`src/rtl/modexp_pkg.sv`:
```
package modexp_pkg;
  typedef enum logic [2:0] {
    ST_IDLE,
    ST_SKIP,
    ST_NEXT,
    ST_SQW,
    ST_MULW,
    ST_FIN
  } exp_state_t;
endpackage

```
`src/rtl/modexp_mulser.sv`:
```
module modexp_mulser #(
  parameter int WIDTH = 16
) (
  input  logic             clk,
  input  logic             rst_n,
  input  logic             go,
  input  logic [WIDTH-1:0] a_in,
  input  logic [WIDTH-1:0] b_in,
  input  logic [WIDTH-1:0] n_in,
  output logic             done,
  output logic [WIDTH-1:0] prod
);
  localparam int CW = (WIDTH > 1) ? $clog2(WIDTH) : 1;
  localparam logic [CW-1:0] LAST = CW'(WIDTH - 1);

  logic [WIDTH-1:0] a_q, b_q, n_q, acc;
  logic [CW-1:0]    cnt;
  logic             run;
  logic [WIDTH:0]   dbl, red1, sum, red2, n_ext;

  // one recurrence step: acc <- (2*acc + bit*a) mod n
  always_comb begin
    n_ext = {1'b0, n_q};
    dbl   = {acc, 1'b0};
    red1  = (dbl >= n_ext) ? dbl - n_ext : dbl;
    sum   = red1 + (b_q[WIDTH-1] ? {1'b0, a_q} : '0);
    red2  = (sum >= n_ext) ? sum - n_ext : sum;
  end

  always_ff @(posedge clk or negedge rst_n) begin
    if (!rst_n) begin
      a_q  <= '0;
      b_q  <= '0;
      n_q  <= '0;
      acc  <= '0;
      cnt  <= '0;
      run  <= 1'b0;
      done <= 1'b0;
    end else if (go) begin
      a_q  <= a_in;
      b_q  <= b_in;
      n_q  <= n_in;
      acc  <= '0;
      cnt  <= '0;
      run  <= 1'b1;
      done <= 1'b0;
    end else if (run) begin
      acc <= WIDTH'(red2);
      b_q <= b_q << 1;
      cnt <= cnt + 1'b1;
      if (cnt == LAST) begin
        run  <= 1'b0;
        done <= 1'b1;
      end else begin
        done <= 1'b0;
      end
    end else begin
      done <= 1'b0;
    end
  end

  assign prod = acc;

  // running value stays reduced while a product is in progress
  a_r8_acc_below_n: assert property (@(posedge clk) disable iff (!rst_n)
    run |-> (acc < n_q));
  // completion is a single-cycle pulse
  a_r4_done_pulse: assert property (@(posedge clk) disable iff (!rst_n)
    done |=> !done);
  // completion only follows an active product
  a_r4_done_after_run: assert property (@(posedge clk) disable iff (!rst_n)
    $rose(done) |-> $past(run));
endmodule

```
`src/rtl/modexp_ctrl.sv`:
```
module modexp_ctrl
  import modexp_pkg::*;
#(
  parameter int WIDTH = 16
) (
  input  logic             clk,
  input  logic             rst_n,
  input  logic             start,
  input  logic [WIDTH-1:0] x_in,
  input  logic [WIDTH-1:0] y_in,
  input  logic [WIDTH-1:0] n_in,
  input  logic             mul_done,
  input  logic [WIDTH-1:0] mul_p,
  output logic             mul_go,
  output logic [WIDTH-1:0] mul_a,
  output logic [WIDTH-1:0] mul_b,
  output logic [WIDTH-1:0] mul_n,
  output logic             busy,
  output logic             done,
  output logic [WIDTH-1:0] result
);
  localparam int LW = $clog2(WIDTH + 1);

  exp_state_t       state;
  logic [WIDTH-1:0] x_q, n_q, e_q, res_q;
  logic [LW-1:0]    left;

  always_comb begin
    mul_go = ((state == ST_NEXT) && (left != '0)) ||
             ((state == ST_SQW) && mul_done && e_q[WIDTH-1]);
    mul_a  = (state == ST_SQW) ? x_q   : res_q;
    mul_b  = (state == ST_SQW) ? mul_p : res_q;
    mul_n  = n_q;
  end

  always_ff @(posedge clk or negedge rst_n) begin
    if (!rst_n) begin
      state <= ST_IDLE;
      x_q   <= '0;
      n_q   <= '0;
      e_q   <= '0;
      res_q <= '0;
      left  <= '0;
    end else begin
      case (state)
        ST_IDLE: if (start) begin
          x_q   <= x_in;
          n_q   <= n_in;
          e_q   <= y_in;
          res_q <= WIDTH'(1);
          left  <= LW'(WIDTH);
          state <= ST_SKIP;
        end
        ST_SKIP: begin
          if (left == '0) begin
            state <= ST_FIN;
          end else begin
            e_q  <= e_q << 1;
            left <= left - 1'b1;
            if (e_q[WIDTH-1]) begin
              res_q <= x_q;
              state <= ST_NEXT;
            end
          end
        end
        ST_NEXT: state <= (left == '0) ? ST_FIN : ST_SQW;
        ST_SQW: if (mul_done) begin
          res_q <= mul_p;
          e_q   <= e_q << 1;
          left  <= left - 1'b1;
          state <= e_q[WIDTH-1] ? ST_MULW : ST_NEXT;
        end
        ST_MULW: if (mul_done) begin
          res_q <= mul_p;
          state <= ST_NEXT;
        end
        ST_FIN:  state <= ST_IDLE;
        default: state <= ST_IDLE;
      endcase
    end
  end

  assign busy   = (state != ST_IDLE);
  assign done   = (state == ST_FIN);
  assign result = res_q;

  // done is one cycle wide and the unit is free right after it
  a_r5_done_single: assert property (@(posedge clk) disable iff (!rst_n)
    done |=> !done);
  a_r5_idle_after_done: assert property (@(posedge clk) disable iff (!rst_n)
    done |=> !busy);
  // result is held while idle
  a_r5_result_held: assert property (@(posedge clk) disable iff (!rst_n)
    (!busy && !start) |=> $stable(result));
  // finished value is reduced modulo N
  a_r2_result_reduced: assert property (@(posedge clk) disable iff (!rst_n)
    done |-> (result < n_q));
  // accepted operands do not move during a run
  a_r6_operands_stable: assert property (@(posedge clk) disable iff (!rst_n)
    (busy && $past(busy)) |-> ($stable(n_q) && $stable(x_q)));
  // a product completes only when the sequencer waits for one
  a_r4_done_expected: assert property (@(posedge clk) disable iff (!rst_n)
    mul_done |-> ((state == ST_SQW) || (state == ST_MULW)));
endmodule

```
`src/rtl/modexp_unit.sv`:
```
module modexp_unit #(
  parameter int WIDTH = 16
) (
  input  logic             clk,
  input  logic             rst_n,
  input  logic             start,
  input  logic [WIDTH-1:0] x_in,
  input  logic [WIDTH-1:0] y_in,
  input  logic [WIDTH-1:0] n_in,
  output logic             busy,
  output logic             done,
  output logic [WIDTH-1:0] result
);
  logic             mul_go, mul_done;
  logic [WIDTH-1:0] mul_a, mul_b, mul_n, mul_p;

  modexp_ctrl #(.WIDTH(WIDTH)) u_ctrl (
    .clk(clk), .rst_n(rst_n), .start(start),
    .x_in(x_in), .y_in(y_in), .n_in(n_in),
    .mul_done(mul_done), .mul_p(mul_p),
    .mul_go(mul_go), .mul_a(mul_a), .mul_b(mul_b), .mul_n(mul_n),
    .busy(busy), .done(done), .result(result)
  );

  modexp_mulser #(.WIDTH(WIDTH)) u_mul (
    .clk(clk), .rst_n(rst_n), .go(mul_go),
    .a_in(mul_a), .b_in(mul_b), .n_in(mul_n),
    .done(mul_done), .prod(mul_p)
  );

  // no completion without a run
  a_r1_done_needs_busy: assert property (@(posedge clk) disable iff (!rst_n)
    done |-> busy);
endmodule

```
`config.mk`:
```
export PLATFORM = sky130hd
export DESIGN_NAME = modexp_unit
export DESIGN_NICKNAME = d
export VERILOG_FILES = /design/src/rtl/modexp_pkg.sv /design/src/rtl/modexp_mulser.sv /design/src/rtl/modexp_ctrl.sv /design/src/rtl/modexp_unit.sv
export SDC_FILE = /design/constraint.sdc
export NUM_CORES = 1
export LEC_CHECK = 0
export BUFFER_PORTS_ARGS = -buffer_cell sky130_fd_sc_hd__buf_4
export CORE_AREA = 2 2 176 92
export DETAILED_ROUTE_END_ITERATION = 16
export DIE_AREA = 0 0 178 94
export PLACE_DENSITY = 0.8
export REMOVE_ABC_BUFFERS = 1
export SYNTH_ARGS = -nofsm -noshare
export SYNTH_HDL_FRONTEND = slang
export SYNTH_HIERARCHICAL = 1
export SYNTH_SLANG_ARGS = --single-unit
```
`constraint.sdc`:
```
create_clock -name clk -period 6.7 [get_ports clk]
set_clock_uncertainty 0.1 [all_clocks]
set_input_delay 0 -clock clk [delete_from_list [all_inputs] [get_ports clk]]
set_output_delay 0 -clock clk [all_outputs]
set_load 0.1 [all_outputs]
```
==> key figures <==
Run status
  • Run status: completed

Logic synthesis
  • Sequential cell area fraction in the yosys report: 38.9%
  • Flops & latches, synth: 142
  • Multiplexer share of the synthesized area: 10.7%
  • Fraction of post-synthesis cell area in the top cell type by area: 38.9%
  • Share of flip-flops with an asynchronous set or reset: 100%
  • Number of distinct library cells after synthesis: between 70 and 80
  • Synthesis Warnings: 6
  • Synth Area in Compound Gates: 18.8%
  • Post-synthesis adder-cell area fraction: under 10%
  • Post-synthesis area per instance: 9.30 um^2
  • Instance count of the mapped netlist: 981
  • Largest family of logic cells by synthesized area: compound AO/OA/AOI/OAI gates
  • Number of enable-type register cells in the synthesized netlist: 0
  • Area share of and/or/nand/nor cells after synthesis: 16.2%
  • Synth Flop Type: dfrtp_1
  • Top area cells in the synthesized netlist: dfrtp_1 (39%), mux2_2 (8.3%), ha_1 (6.9%), nand2_1 (6.5%), o21ai_0 (3.3%)
  • Xor and xnor fraction of the mapped netlist area: 3.55%
  • Combined area of all synthesized cells: approximately 9000 um^2
  • Top cell type by total area after synthesis: dfrtp_1

Clock network
  • Clk root buf: clkbuf_16
  • TritonCTS clock tree: done
  • Post-CTS clock slew at the launch and capture registers of the worst setup and hold paths: 0.07 ns
  • Num CTS Buffers: 17
  • Clk sink count: around 140
  • H-tree depth reported by CTS: 4
  • Clock Latency Late Sink: 0.43 ns
  • Clock Path Buffers: 2

STA
  • Sum of negative setup slack: 0 ns
  • Fraction of the cycle the final worst path needs: 94.8%
  • Final worst path period need: around 6.3 ns
  • Worst setup margin: 0.351 ns
  • Worst-case hold slack: roughly 0.055 ns
  • Pins Over Slew Limit: 0
  • Remaining max-slew budget at the tightest pin: 35.3%
  • Pin slew with the least headroom to its limit: around 1 ns
  • Final-report setup violation count: 0
  • RSZ-0062 raised after global routing: false
  • Hold violation count in the final report: 0
  • Fmax: 0.157 GHz

Floorplan
  • Placeable Area: between 15,000 and 20,000 um^2
  • Count of boundary I/O pins: 69
  • Die footprint: 16,700 um^2
  • Effective utilization at floorplan: 60.5%
  • Die span in y: 94 um
  • Site row count: 32
  • Horizontal extent of the die: ~180 um

Critical path
  • Arrival time worst endpoint: around 6.6 ns
  • Worst R2R Start: u_mul/prod[2]
  • Data required time of the worst path: 6.97 ns
  • Type of the setup path with the least slack: reg -> reg
  • Count of buffer and inverter cells on the critical path: 0
  • Slack of the worst reg-to-reg path: 0.35 ns
  • Reg2Reg Capture Point: u_mul/prod[1]
  • Longest individual stage delay on the worst path: 0.61 ns
  • CP endpoint kind: register
  • CP dominant cell by count: a21o_1
  • Startpoint Class: register
  • Critical Path Fanout Max: 11
  • Slowest stage cell, crit path: or4_4
  • Kind of cell adding the most delay to the critical path: compound AO/OA/AOI/OAI gates
  • Length in cells of the worst reg-to-reg path: 25

Layout
  • Commonest non-fill, non-tap cells in the layout: nand2_1 (158), dfrtp_1 (140), buf_4 (101)
  • Final Non-Filler Cells: 1,317
  • Layout net count: 1,204
  • Area growth syn-to-layout: 21.2%
  • N_diodes: 0
  • Most common cell after layout, fill and taps aside: nand2_1
  • Ratio of cells with drive above 1 in the final layout: about a fifth

Placed design
  • Cell count after placement: 1,233
  • HPWL after DPL: between 15,000 and 20,000 um
  • Final weighted congestion in routability-driven placement: 0.987
  • Total of buffers placed on input and output ports: 68
  • Worst slack, placed: 0.0453 ns

Drt
  • DRT antenna net count: 0
  • Drt first pass iters: 5
  • Routed met3 length: 2660 um
  • Detailed-route via count: 7,865
  • Wire length on met1: approximately 12,000 um
  • Detailed-routed wire length on met2: about 9500 um
  • Post-detailed-routing wire length: between 20,000 and 25,000 um
  • Routed wire length per instance: 18.7 um
  • Initial DRC count: 759
  • Vias/cell: around 6.0
  • Topmost layer with routed signal wires: met5
  • Residual DRC: 0

GRT
  • Congestion Overflow GR: 0
  • Overall global routing resource usage: 31.1%
  • Antenna violations before repair: 0
  • First-pass GRT wire length: 39,100 um
  • Pin count of the biggest net entering global routing: 75
  • Via count of the first global-routing pass: between 7,000 and 8,000

Flow run
  • Maxcap violations: 0

Min path
  • Class of the tightest hold or removal check: in -> async
-- cell type report --
cell class	count	area [um^2]
fillers	1089	4040
clock buffers	17	425
multi-input cells	754	5270
repair buffers	152	1270
inverters	33	124
flip-flops and latches	142	3560
well taps	204	255
clock inverters	15	161
-- logic make-up (layout without fill, tap and decap cells) --
kind of cell | Yosys count | after routing
compound gates | 247 | 247
mux | 89 | 89
simple gates | 328 | 328
fa+ha+maj | 53 | 53
buf+inv | 85 | 217
flops | 142 | 142
xor+xnor | 37 | 37
-- worst max-delay path by stage --
stage                     depth (start not counted)           from  slack (ns)        endpoint
final                                            25  u_mul/prod[2]        0.35   u_mul/prod[1]
after global routing                             26  u_mul/prod[2]        0.02   u_mul/prod[1]
after CTS                                        26  u_mul/prod[2]        0.01   u_mul/prod[1]
after detailed placement                         26  u_mul/prod[2]        0.05   u_mul/prod[1]
after global placement                           27  u_mul/prod[2]        0.21  u_mul/prod[11]
after floorplan                                  26  u_mul/prod[2]        0.12   u_mul/prod[1]
-- metrics by stage --
| step | util, % | area, um^2 |
|---|---|---|
| floorplan | - | 8870 |
| global placement | 65.5 | 9890 |
| detailed placement | 65.5 | 9890 |
| CTS | 72.7 | 11000 |
| global route | 73.3 | 11100 |
| finish | 73.3 | 11100 |
-- synthesized netlist by cell type, types with 4 or more instances --
master	count
nor2_1	74
or3_1	4
and3_1	4
a31o_1	4
o21bai_1	6
xnor2_1	28
o21ai_1	4
buf_6	6
a22o_1	15
and2_1	18
ha_1	50
mux2_2	67
nand3_1	19
nand4_1	6
o21ai_0	61
a311oi_1	13
a21oi_1	45
xor2_1	9
inv_1	33
a21o_1	22
nand2b_1	13
clkbuf_1	34
nor3_1	9
o21a_1	16
buf_2	9
dfrtp_1	142
a211o_1	4
mux2_1	4
mux2i_1	18
nand2_1	159
a31oi_1	17
a211oi_1	7
nor2b_1	6
-- timing repair --
item	in CTS	in global routing
setup endpoints to repair	0	16
hold buffers	50	0
buffers inserted	0	2
hold endpoints to repair	122	0
gates resized for setup	0	16
-- sequential cells by signal, indices dropped and copies added (netlist names) --
signal and cells:
u_ctrl/e_q 16, u_ctrl/mul_n 16, u_ctrl/result 16, u_ctrl/x_q 16
u_mul/a_q 16, u_mul/b_q 16, u_mul/n_q 16, u_mul/prod 16
u_ctrl/left 5, u_mul/cnt 4, u_ctrl/state 3, u_mul/done 1
u_mul/run 1
-- layer usage --
layer	track usage (%)	vias to the layer above
met1	49.6	3707
li1	-	3727
met2	40.7	411
met5	2.56	-
met4	5.81	2
met3	9.18	18
-- worst register-to-register path, delay by kind of cell (launching register included) --
| family | cells | cell delay [ns] |
|---|---|---|
| AOI/OAI and AO/OA | 15 | 3.05 |
| and+or+nand+nor | 5 | 1.08 |
| adders and majority gates | 3 | 0.95 |
| DFF | 1 | 0.46 |
| xor gates and xnor gates | 1 | 0.33 |
| muxes | 1 | 0.32 |
Power is left out: the tool's default activity adds up to more than one toggle a clock period on the data nets, which glitch-free logic cannot reach.
